### config.mk
export PLATFORM = sky130hd
export DESIGN_NAME = tx_mbox_status
export DESIGN_NICKNAME = d
export VERILOG_FILES = /design/src/rtl/txmb_pkg.sv /design/src/rtl/txmb_slot.sv /design/src/rtl/txmb_pick.sv /design/src/rtl/tx_mbox_status.sv
export SDC_FILE = /design/constraint.sdc
export NUM_CORES = 1
export LEC_CHECK = 0
export ABC_CLOCK_PERIOD_IN_PS = 800
export BUFFER_PORTS_ARGS = -buffer_cell sky130_fd_sc_hd__buf_4
export CORE_ASPECT_RATIO = 0.8
export CORE_MARGIN = 2
export CORE_UTILIZATION = 35
export CTS_BUF_LIST = sky130_fd_sc_hd__clkbuf_16
export CTS_CLUSTER_SIZE = 8
export DETAILED_ROUTE_END_ITERATION = 12
export GPL_TIMING_DRIVEN = 0
export HOLD_SLACK_MARGIN = 0.05
export PLACE_DENSITY = 0.79
export SLEW_MARGIN = 20
export SYNTH_ARGS = -nofsm -noshare
export SYNTH_HDL_FRONTEND = slang
export SYNTH_HIERARCHICAL = 1
export SYNTH_SLANG_ARGS = --single-unit
### constraint.sdc
create_clock -name clk -period 0.8 [get_ports clk]
set_input_delay 0.16 -clock clk [delete_from_list [all_inputs] [get_ports clk]]
set_output_delay 0.16 -clock clk [all_outputs]
set_load 0.005 [all_outputs]
### src/rtl/txmb_pkg.sv
package txmb_pkg;
  typedef struct packed {
    logic stop;
    logic err;
    logic arb;
    logic succ;
    logic fin;
  } mb_flags_t;

  localparam int unsigned BYTE_W = 8;

  // Byte image of one mailbox: stop at 7, reserved 6:4, err/arb/succ/fin at 3:0
  function automatic logic [BYTE_W-1:0] flags_to_byte(mb_flags_t f);
    return {f.stop, 3'b000, f.err, f.arb, f.succ, f.fin};
  endfunction
endpackage

### src/rtl/txmb_slot.sv
module txmb_slot
  import txmb_pkg::*;
(
  input  logic       clk,
  input  logic       rst_n,
  input  logic       ev_start,
  input  logic       ev_ok,
  input  logic       ev_err,
  input  logic       ev_arb,
  input  logic       ev_abort,
  input  logic       fill,
  input  logic [3:0] w1c,
  input  logic       stop_req,
  output mb_flags_t  flags,
  output logic       empty
);
  mb_flags_t flags_q, flags_d;
  logic      empty_q, empty_d;
  logic      hw_done, ce;

  always_comb begin
    hw_done = ev_ok | ev_err | ev_abort;
    flags_d = flags_q;
    empty_d = empty_q;

    if (hw_done)                    flags_d.fin  = 1'b1;
    else if (w1c[0] || fill)        flags_d.fin  = 1'b0;

    if (ev_ok)                      flags_d.succ = 1'b1;
    else if (ev_err || w1c[1] || w1c[0]) flags_d.succ = 1'b0;

    if (ev_arb)                     flags_d.arb  = 1'b1;
    else if (ev_start || w1c[2] || w1c[0]) flags_d.arb = 1'b0;

    if (ev_err)                     flags_d.err  = 1'b1;
    else if (ev_start || w1c[3] || w1c[0]) flags_d.err = 1'b0;

    if (fill)                       empty_d = 1'b0;
    else if (hw_done)               empty_d = 1'b1;

    flags_d.stop = (flags_q.stop | stop_req) & ~empty_d;

    ce = ev_start | hw_done | ev_arb | fill | (|w1c) | stop_req;
  end

  always_ff @(posedge clk or negedge rst_n) begin
    if (!rst_n) begin
      flags_q <= '0;
      empty_q <= 1'b1;
    end else if (ce) begin
      flags_q <= flags_d;
      empty_q <= empty_d;
    end
  end

  assign flags = flags_q;
  assign empty = empty_q;
endmodule

### src/rtl/txmb_pick.sv
module txmb_pick #(
  parameter int unsigned N_MBOX = 3,
  localparam int unsigned IDX_W = (N_MBOX > 1) ? $clog2(N_MBOX) : 1
) (
  input  logic              clk,
  input  logic              rst_n,
  input  logic [N_MBOX-1:0] empty,
  input  logic [N_MBOX-1:0] fill,
  output logic [IDX_W-1:0]  idx
);
  logic [IDX_W-1:0] last_q, last_d;
  logic [IDX_W-1:0] low_empty;
  logic             any_empty;

  always_comb begin
    last_d = last_q;
    for (int i = 0; i < int'(N_MBOX); i++) begin
      if (fill[i]) last_d = IDX_W'(i);
    end
  end

  always_ff @(posedge clk or negedge rst_n) begin
    if (!rst_n)      last_q <= '0;
    else if (|fill)  last_q <= last_d;
  end

  always_comb begin
    low_empty = '0;
    any_empty = 1'b0;
    for (int i = int'(N_MBOX) - 1; i >= 0; i--) begin
      if (empty[i]) begin
        low_empty = IDX_W'(i);
        any_empty = 1'b1;
      end
    end
    idx = any_empty ? low_empty : last_q;
  end
endmodule

### src/rtl/tx_mbox_status.sv
module tx_mbox_status
  import txmb_pkg::*;
#(
  parameter int unsigned N_MBOX    = 3,
  parameter int unsigned STAT_W    = 32,
  parameter int unsigned IDX_LSB   = 24,
  parameter int unsigned EMPTY_LSB = 26
) (
  input  logic              clk,
  input  logic              rst_n,
  input  logic [N_MBOX-1:0] eng_start,
  input  logic [N_MBOX-1:0] eng_ok,
  input  logic [N_MBOX-1:0] eng_err,
  input  logic [N_MBOX-1:0] eng_arb_lost,
  input  logic [N_MBOX-1:0] eng_abort,
  input  logic [N_MBOX-1:0] fill_req,
  input  logic              sw_clr_we,
  input  logic [STAT_W-1:0] sw_clr_data,
  input  logic              sw_stop_we,
  input  logic [N_MBOX-1:0] sw_stop_sel,
  output logic [STAT_W-1:0] status
);
  localparam int unsigned IDX_W = (N_MBOX > 1) ? $clog2(N_MBOX) : 1;

  mb_flags_t         flags [N_MBOX];
  logic [N_MBOX-1:0] empty;
  logic [IDX_W-1:0]  idx;

  for (genvar m = 0; m < N_MBOX; m++) begin : g_slot
    logic [3:0] w1c_m;
    assign w1c_m = sw_clr_we ? sw_clr_data[m*BYTE_W +: 4] : 4'b0000;

    txmb_slot u_slot (
      .clk      (clk),
      .rst_n    (rst_n),
      .ev_start (eng_start[m]),
      .ev_ok    (eng_ok[m]),
      .ev_err   (eng_err[m]),
      .ev_arb   (eng_arb_lost[m]),
      .ev_abort (eng_abort[m]),
      .fill     (fill_req[m]),
      .w1c      (w1c_m),
      .stop_req (sw_stop_we & sw_stop_sel[m]),
      .flags    (flags[m]),
      .empty    (empty[m])
    );
  end

  txmb_pick #(.N_MBOX(N_MBOX)) u_pick (
    .clk   (clk),
    .rst_n (rst_n),
    .empty (empty),
    .fill  (fill_req),
    .idx   (idx)
  );

  always_comb begin
    status = '0;
    for (int m = 0; m < int'(N_MBOX); m++) begin
      status[m*BYTE_W +: BYTE_W] = flags_to_byte(flags[m]);
    end
    status[IDX_LSB +: IDX_W]    = idx;
    status[EMPTY_LSB +: N_MBOX] = empty;
  end
endmodule

Word-level counts from Yosys, hierarchy flattened
Index checks and enable logic that the tools add are counted.
{"block": "totals", "word_cells": 146, "out_inout_bits": 32, "inputBits": 57, "register_bits": 20}
{"block": "op_classes", "muxes": 43, "bitwise": 33, "reduce_logical": 51}
{"cell": "1-bit 2-to-1 mux", "n": 33}
{"cell": "2-bit AND reduction", "n": 13}
{"cell": "1-bit OR", "n": 24}
{"cell": "2-bit nonzero test", "n": 12}
{"cell": "1-bit logical OR", "n": 21}
{"cell": "2-bit 2-to-1 mux", "n": 7}
{"cell": "4-bit 2-to-1 mux", "n": 3}
{"cell": "4-bit OR reduction", "n": 3}
{"cell": "1-bit bitwise AND", "n": 6}
{"cell": "1-bit NOT", "n": 3}
{"cell": "3-bit nonzero test", "n": 1}
{"cell": "3-bit OR reduction", "n": 1}

Logic depth before layout (Yosys ltp)
Gate-level depths: netlist of run 1.
{"block": "depth", "word_depth": 8, "depth_mapped": 5, "depth_no_buf": 4}

By module
Netlist of run 1, hierarchy kept.
{"mod": "txmb_slot", "area_each_um2": 261.5, "instances": 3, "seq_area_each_um2": 151.4, "cells_each": 23}
{"mod": "tx_mbox_status", "area_each_um2": 209.0, "instances": 1, "seq_area_each_um2": 0.0, "cells_each": 29}
{"mod": "txmb_pick", "area_each_um2": 107.6, "instances": 1, "seq_area_each_um2": 50.0, "cells_each": 12}

Least setup slack after synthesis of run 1
No wires, ideal clock.
{"block": "synth_timing", "kind": "in2reg", "from": "in sw_clr_we", "to": "reg g_slot[0].u_slot.flags_q (netlist bit g_slot[0].u_slot/flags[4])", "required_time_ps": 718, "path_slack_ps": -117, "cell_stages": 5, "path_buffers": 1, "setup_ps": 82, "arrival_time_ps": 835, "cell_sequence": "buf_6 > and2_2 > nor4_2 > nand2_1 > a31oi_1"}
{"block": "synth_between", "elab_chain_len": 4}
{"item": "from (decl)", "line": "tx_mbox_status.sv:17", "source": "input logic sw_clr_we,"}
{"item": "4-bit 2-to-1 mux", "line": "tx_mbox_status.sv:31", "source": "assign w1c_m = sw_clr_we ? sw_clr_data[m*BYTE_W +: 4] : 4'b0000;"}
{"item": "via g_slot[0].w1c_m[1]", "line": "tx_mbox_status.sv:30", "source": "logic [3:0] w1c_m;"}
{"item": "4-bit OR reduction", "line": "txmb_slot.sv:43", "source": "ce = ev_start | hw_done | ev_arb | fill | (|w1c) | stop_req;"}
{"item": "1-bit OR (2 in a row)", "line": "txmb_slot.sv:43"}
{"item": "to (signal assigned)", "line": "txmb_slot.sv:51", "source": "flags_q <= flags_d;"}
{"item": "to (decl)", "line": "txmb_slot.sv:17", "source": "mb_flags_t flags_q, flags_d;"}
The timed path passes the listed nets, and every way through them passes these cells.
A chain may end at the register's enable or synchronous reset.

Worst setup path in the final report of run 1
{"block": "layout_timing", "from": "reg g_slot[1].u_slot.empty_q", "to": "out status[25]"}
{"block": "layout_between", "elab_chain_len": 3, "word_cells_on_any_way": 5, "classes_between": "mux: 5"}
{"item": "from (decl)", "line": "txmb_slot.sv:18", "source": "logic empty_q, empty_d;"}
{"item": "from (signal assigned)", "line": "txmb_slot.sv:52", "source": "empty_q <= empty_d;"}
{"item": "2-bit 2-to-1 mux or 1-bit 2-to-1 mux (tied branches) (2 in a row)", "line": "txmb_pick.sv:31", "source": "if (empty[i]) begin"}
{"item": "2-bit 2-to-1 mux (*)", "line": "txmb_pick.sv:36", "source": "idx = any_empty ? low_empty : last_q;"}
{"item": "to (decl)", "line": "tx_mbox_status.sv:21", "source": "output logic [STAT_W-1:0] status"}
Every way passes the cells marked *; elsewhere a longest branch is shown, timed or not.

==> flow_metrics.env, run 1 <==
export IMPL_fin_area_mm2=0.00204
export IMPL_final_util_pct=67.2
export IMPL_worstPathArrival_ns=1.09
export IMPL_gp_congestion=0.870
export IMPL_vias=1045
export IMPL_io_buffers=56
export IMPL_setup_viol=32
export IMPL_antenna_cells=0
export IMPL_cellPowerDensity_mw_per_mm2=1580
export IMPL_critPathBufInv=2
export IMPL_cts_buffers=3
export IMPL_hold_viol_final=0
export IMPL_vias_per_cell=4.48
export IMPL_drive_gt1_share_pct=66.3
export IMPL_wl_um=2940
export IMPL_post_route_period_util_pct=156
export IMPL_irDropWorstVdd_mv=1.27
export IMPL_cts_sinks=20
export IMPL_p_leak_nw=0.996
export IMPL_dp_slack_ns=-0.361
export IMPL_layout_common_cells="buf_4 (57), buf_6 (23), dfrtp_1 (17)"
export IMPL_die_w_um=66.7
export IMPL_cp_top_family="flip-flops"
export IMPL_ant_nets=0
export IMPL_syn_to_final_growth_pct=85.7
export IMPL_grt_overflow=0
export IMPL_pwr_share_comb_pct=23.5
export IMPL_end_kind="output port"
export IMPL_skew_ns=0.000590
export IMPL_die_height_um=54.2
export IMPL_critPathMostFrequentCell="buf_4"
export IMPL_path_cells="buf_4, nor3_2, buf_4"
export IMPL_drt_initial_drc_count=11
export IMPL_clk_latency_ns=0.25
export IMPL_drcViolationCount=0
export IMPL_period_needed_ns=1.25
export IMPL_grt_use_total_pct=16.9
export IMPL_fin_nets=251
export IMPL_path_max_fanout=3
export IMPL_num_io_pins=89
export IMPL_ys_warn_count=6
export IMPL_max_freq_ghz=0.800
export IMPL_htreeDepth=1
export IMPL_detail_route_first_pass_iterations=3
export IMPL_clockPowerShare_pct=41.3
export IMPL_core_mm2=0.00304
export IMPL_wl_per_cell_um=12.6
export IMPL_die_area_mm2=0.00361
export IMPL_cts_clk_slew_worst_paths_ns=0.05
export IMPL_p_int_w=0.00256
export IMPL_dp_hpwl_um=2300
export IMPL_status="complete, but fails checks"
export IMPL_ys_types=21
export IMPL_cts_root_buffer="clkbuf_16"
export IMPL_violations="setup timing"
export IMPL_netlist_area_mm2=0.00110
export IMPL_holdWs_ns=0.0687
export IMPL_critPathMaxStageDelay_ns=0.55
export IMPL_seqPwrFrac_pct=35.2
export IMPL_cts_tree="built"
export IMPL_p_sw_w=0.000680
export IMPL_hold_class="in2reg"
export IMPL_clockBufferDepth=2
export IMPL_grt_pass1_wl_um=4530
export IMPL_worst_slack_ns=-0.450
export IMPL_placed_area_mm2=0.00165
export IMPL_rsz0062_at_grt="yes"
export IMPL_rows=18
export IMPL_start_kind="flop"
export IMPL_grt_pass1_vias=1037
export IMPL_initial_core_util_pct=36.2
export IMPL_switching_share_pct=21.0
export IMPL_ys_ff_latch=20
export IMPL_grt_antenna_before_repair=0
export IMPL_synth_avg_cell_area_um2=10.0
export IMPL_ys_seq_area_share_pct=45.8
export IMPL_final_common_cell="buf_4"
export IMPL_cp_slowest_cell="dfstp_2"
export IMPL_path_class="reg2out"
export IMPL_syn_inst=110
export IMPL_slew_viol_final=0
export IMPL_crit_required_ns=0.64
export IMPL_grt_max_degree=21
export IMPL_max_cap_violations=0
-- metrics by stage --
stage	setup TNS (ns)	total power, W	instances
after floorplan	-0.822	0.00140	121
final	-4.70	0.00324	233
after CTS	-4.53	0.00323	230
after global routing	-5.66	0.00339	233
after detailed placement	-3.79	0.00173	217
after global placement	-3.42	0.00171	217
-- cells in the mapped netlist --
cell type / n / area share [%]
buf_4: 12 / 8.2
nor3_2: 6 / 5.5
inv_1: 8 / 2.7
dfrtp_1: 17 / 39
o22ai_1: 3 / 1.7
nor4b_1: 6 / 4.8
nand2b_1: 2 / 1.1
a31oi_1: 3 / 1.7
and2_2: 8 / 5.5
or2_2: 6 / 3.4
nor4_2: 3 / 3.4
nor3_1: 1 / 0.45
a21oi_2: 2 / 1.6
nor2_1: 5 / 1.7
buf_6: 1 / 1.0
conb_1: 1 / 0.34
nand2_1: 9 / 3.1
a21o_1: 4 / 2.7
a21oi_1: 3 / 1.4
dfstp_2: 3 / 7.2
and2_1: 7 / 4.0
-- power by group through the flow --
stage	sequential (W)	combinational (W)	clock [W]
floorplan	0.00114	0.000260	0
global placement	0.00114	0.000570	0
detailed placement	0.00115	0.000589	0
CTS	0.00114	0.000718	0.00137
global route	0.00115	0.000825	0.00142
finish	0.00114	0.000761	0.00134
-- final timing paths --
path | to | slack [ns] | cells past startpoint | from
min reg2reg | u_pick/last_q[1] | 0.50 | 1 | u_pick/last_q[1]
max in group asynchronous | g_slot[0].u_slot/empty | 0.21 | 2 | rst_n
max reg2reg | g_slot[2].u_slot/empty | -0.14 | 4 | g_slot[2].u_slot/empty
max | status[25] | -0.45 | 3 | g_slot[1].u_slot/empty
min | g_slot[0].u_slot/empty | 0.07 | 2 | fill_req[0]
min in group asynchronous | g_slot[2].u_slot/flags[0] | 0.32 | 2 | rst_n
-- layer usage --
layer	up-vias	global-route usage (%)	routed length [um]
li1	512	-	-
met1	493	17.8	1060
met2	38	33.2	1680
met3	2	5.44	177
met4	0	3.40	21
met5	-	0	0
-- repair_timing --
item                                   CTS  global route
gates resized for setup                 31            13
pin swaps                                5             1
endpoints found under the hold margin   20             0
setup endpoints to repair               31            33
buffers inserted                         8             3
hold buffers                             1             0
-- registers in the layout, indices dropped and copies added, names as in the netlist --
| name | flops |
|---|---|
| g_slot.u_slot/flags | 15 |
| u_pick/last_q | 2 |
| g_slot.u_slot/empty | 3 |
-- layout make-up --
cell class              instances  area, um^2
multi-input cells              80         658
flip-flops and latches         20         504
fillers                       245         996
repair buffers                 68         596
clock buffers                   3        75.1
well taps                      40        50.0
plain buffers                  13         101
inverters                       8        30.0
clock inverters                 1        30.0
-- kinds of logic after synthesis --
family | synth area share, %
flip-flops | 45.8
AO/OA/AOI/OAI | 9.09
other | 0.341
buffers and inverters | 11.9
AND/OR/NAND/NOR | 32.8
-- worst register-to-register path: cells and delay by family (launching register included) --
family	cells	cell delay (ns)
AO/OA/AOI/OAI	1	0.11
buffers and inverters	3	0.23
flip-flops	1	0.53
(Power assumes the default switching activity.)
==> run 2: changes to the inputs <==
PLACE_DENSITY = 0.85   (was 0.79)
==> run 2 against run 1 <==
The run still ends with setup timing left. Sequential power barely moved. Critical path depth did not move. Hold slack got worse by 0.011 ns. Highest routed layer unchanged. Clock skew barely moved. Non-clock buffer count did not move. Cell area barely moved. Worst setup slack got worse by 0.040 ns. Combinational power rose by 2%. Global-route usage rose by 0.12 points. Register-to-register slack got worse by 0.08 ns. Fmax fell by 3.1%. Sequential share of layout area barely moved.
==> flow_metrics.env, run 2 (synthesized netlist as in run 1, its figures left out) <==
export IMPL_status="complete, but fails checks"
export IMPL_violations="setup timing"
export IMPL_period_needed_ns=1.29
export IMPL_end_kind="output port"
export IMPL_hold_depth=2
export IMPL_cts_tree="built"
export IMPL_io_buffers=56
export IMPL_worst_slack_ns=-0.490
export IMPL_drcViolationCount=0
export IMPL_dp_cells=217
export IMPL_antenna_cells=0
export IMPL_grt_pass1_wl_um=4460
export IMPL_irDropWorstVdd_mv=0.900
export IMPL_cp_startpoint="g_slot[2].u_slot/empty"
export IMPL_holdWs_ns=0.0579
export IMPL_die_height_um=54.2
export IMPL_vias_per_cell=4.53
export IMPL_fin_nets=251
export IMPL_grt_pass1_vias=994
export IMPL_cellPowerDensity_mw_per_mm2=1440
export IMPL_hold_class="in2reg"
export IMPL_cts_root_buffer="clkbuf_16"
export IMPL_drt_initial_drc_count=8
export IMPL_grt_overflow=0
export IMPL_setup_viol=33
export IMPL_worst_r2r_path_depth=4
export IMPL_grt_use_total_pct=17.0
export IMPL_setup_tns_ns=-4.96
export IMPL_grt_max_degree=21
export IMPL_worstPathArrival_ns=1.13
export IMPL_skew_ns=0.000197
export IMPL_dp_slack_ns=-0.371
export IMPL_fin_cells=233
export IMPL_hold_viol_final=0
export IMPL_detail_route_first_pass_iterations=3
export IMPL_crit_required_ns=0.64
export IMPL_syn_to_final_growth_pct=85.6
export IMPL_max_freq_ghz=0.775
export IMPL_slew_viol_final=0
export IMPL_htreeDepth=1
export IMPL_cts_buffers=3
export IMPL_gp_congestion=0.729
export IMPL_max_cap_violations=0
export IMPL_start_kind="flop"
export IMPL_cts_clk_slew_worst_paths_ns=0.06
export IMPL_vias=1055
export IMPL_rsz0062_at_grt="yes"
export IMPL_clk_latency_ns=0.25
export IMPL_ant_nets=0
export IMPL_core_mm2=0.00304
export IMPL_hp_start="fill_req[0]"
export IMPL_wl_um=3080
export IMPL_r2r_start="g_slot[2].u_slot/empty"
export IMPL_cts_sinks=20
export IMPL_p_leak_nw=0.987
export IMPL_dp_hpwl_um=2210
export IMPL_clockBufferDepth=2
export IMPL_path_class="reg2out"
export IMPL_num_io_pins=89
export IMPL_rows=18
export IMPL_path_max_fanout=3
export IMPL_die_w_um=66.7
export IMPL_post_route_period_util_pct=161
export IMPL_die_area_mm2=0.00361
export IMPL_final_common_cell="buf_4"
export IMPL_largest_reg_flops=15
export IMPL_wl_per_cell_um=13.2
export IMPL_drive_gt1_share_pct=67.4
export IMPL_layout_common_cells="buf_4 (57), buf_6 (22), dfrtp_1 (17)"
export IMPL_grt_antenna_before_repair=0
export IMPL_initial_core_util_pct=36.2
## run 2: area by class of cell
cell class	instances	area (um^2)
Inverter	8	30.0
Clock inverter	1	3.75
Clock buffer	3	75.1
Buffer	13	101
Sequential cell	20	504
Multi-Input combinational cell	80	679
Timing Repair Buffer	68	599
Fill cell	241	997
Tap cell	40	50.0
## run 2: where the power goes
group / switching (W) / internal [W]
Clock: 0.000349 / 0.000665
Sequential: 0.0000572 / 0.00109
Combinational: 0.000288 / 0.000488
## run 2: final timing paths
path                                                   to  slack [ns]
max in group asynchronous          g_slot[1].u_slot/empty        0.21
worst min register to register           u_pick/last_q[1]        0.50
worst max register to register  g_slot[2].u_slot/flags[4]       -0.22
min in group asynchronous       g_slot[2].u_slot/flags[0]        0.32
worst min-delay path               g_slot[0].u_slot/empty        0.06
worst max-delay path                           status[25]       -0.49
## run 2: stage by stage
step | instance area, um^2 | utilization [%] | power (W)
floorplan | 1180 | - | 0.00140
CTS | 1940 | 63.7 | 0.00290
finish | 2040 | 67.2 | 0.00293
detailed placement | 1650 | 54.4 | 0.00173
global route | 2040 | 67.2 | 0.00308
global placement | 1650 | 54.4 | 0.00172
## run 2: repair_timing
action,4_1_cts,5_1_grt
setup buffers,6,4
setup endpoints to repair,30,32
cloned,1,0
pin swaps,6,5
endpoints found under the hold margin,20,0
gates resized for setup,33,17
hold buffers,1,0
## run 2: critical path, cell delays in order (launching register included)
cell and delay, ns:
dfstp_2 0.55, nor2_2 0.05, nor3_2 0.14, buf_4 0.14
## run 2: routing by layer
| layer | GRT usage, % | part of all wire (%) | vias to the layer above |
|---|---|---|---|
| met3 | 6.28 | 7.9 | 2 |
| li1 | - | - | 511 |
| met1 | 19.7 | 40 | 500 |
| met5 | 0 | 0 | - |
| met2 | 30.7 | 52 | 42 |
| met4 | 3.06 | 0.26 | 0 |
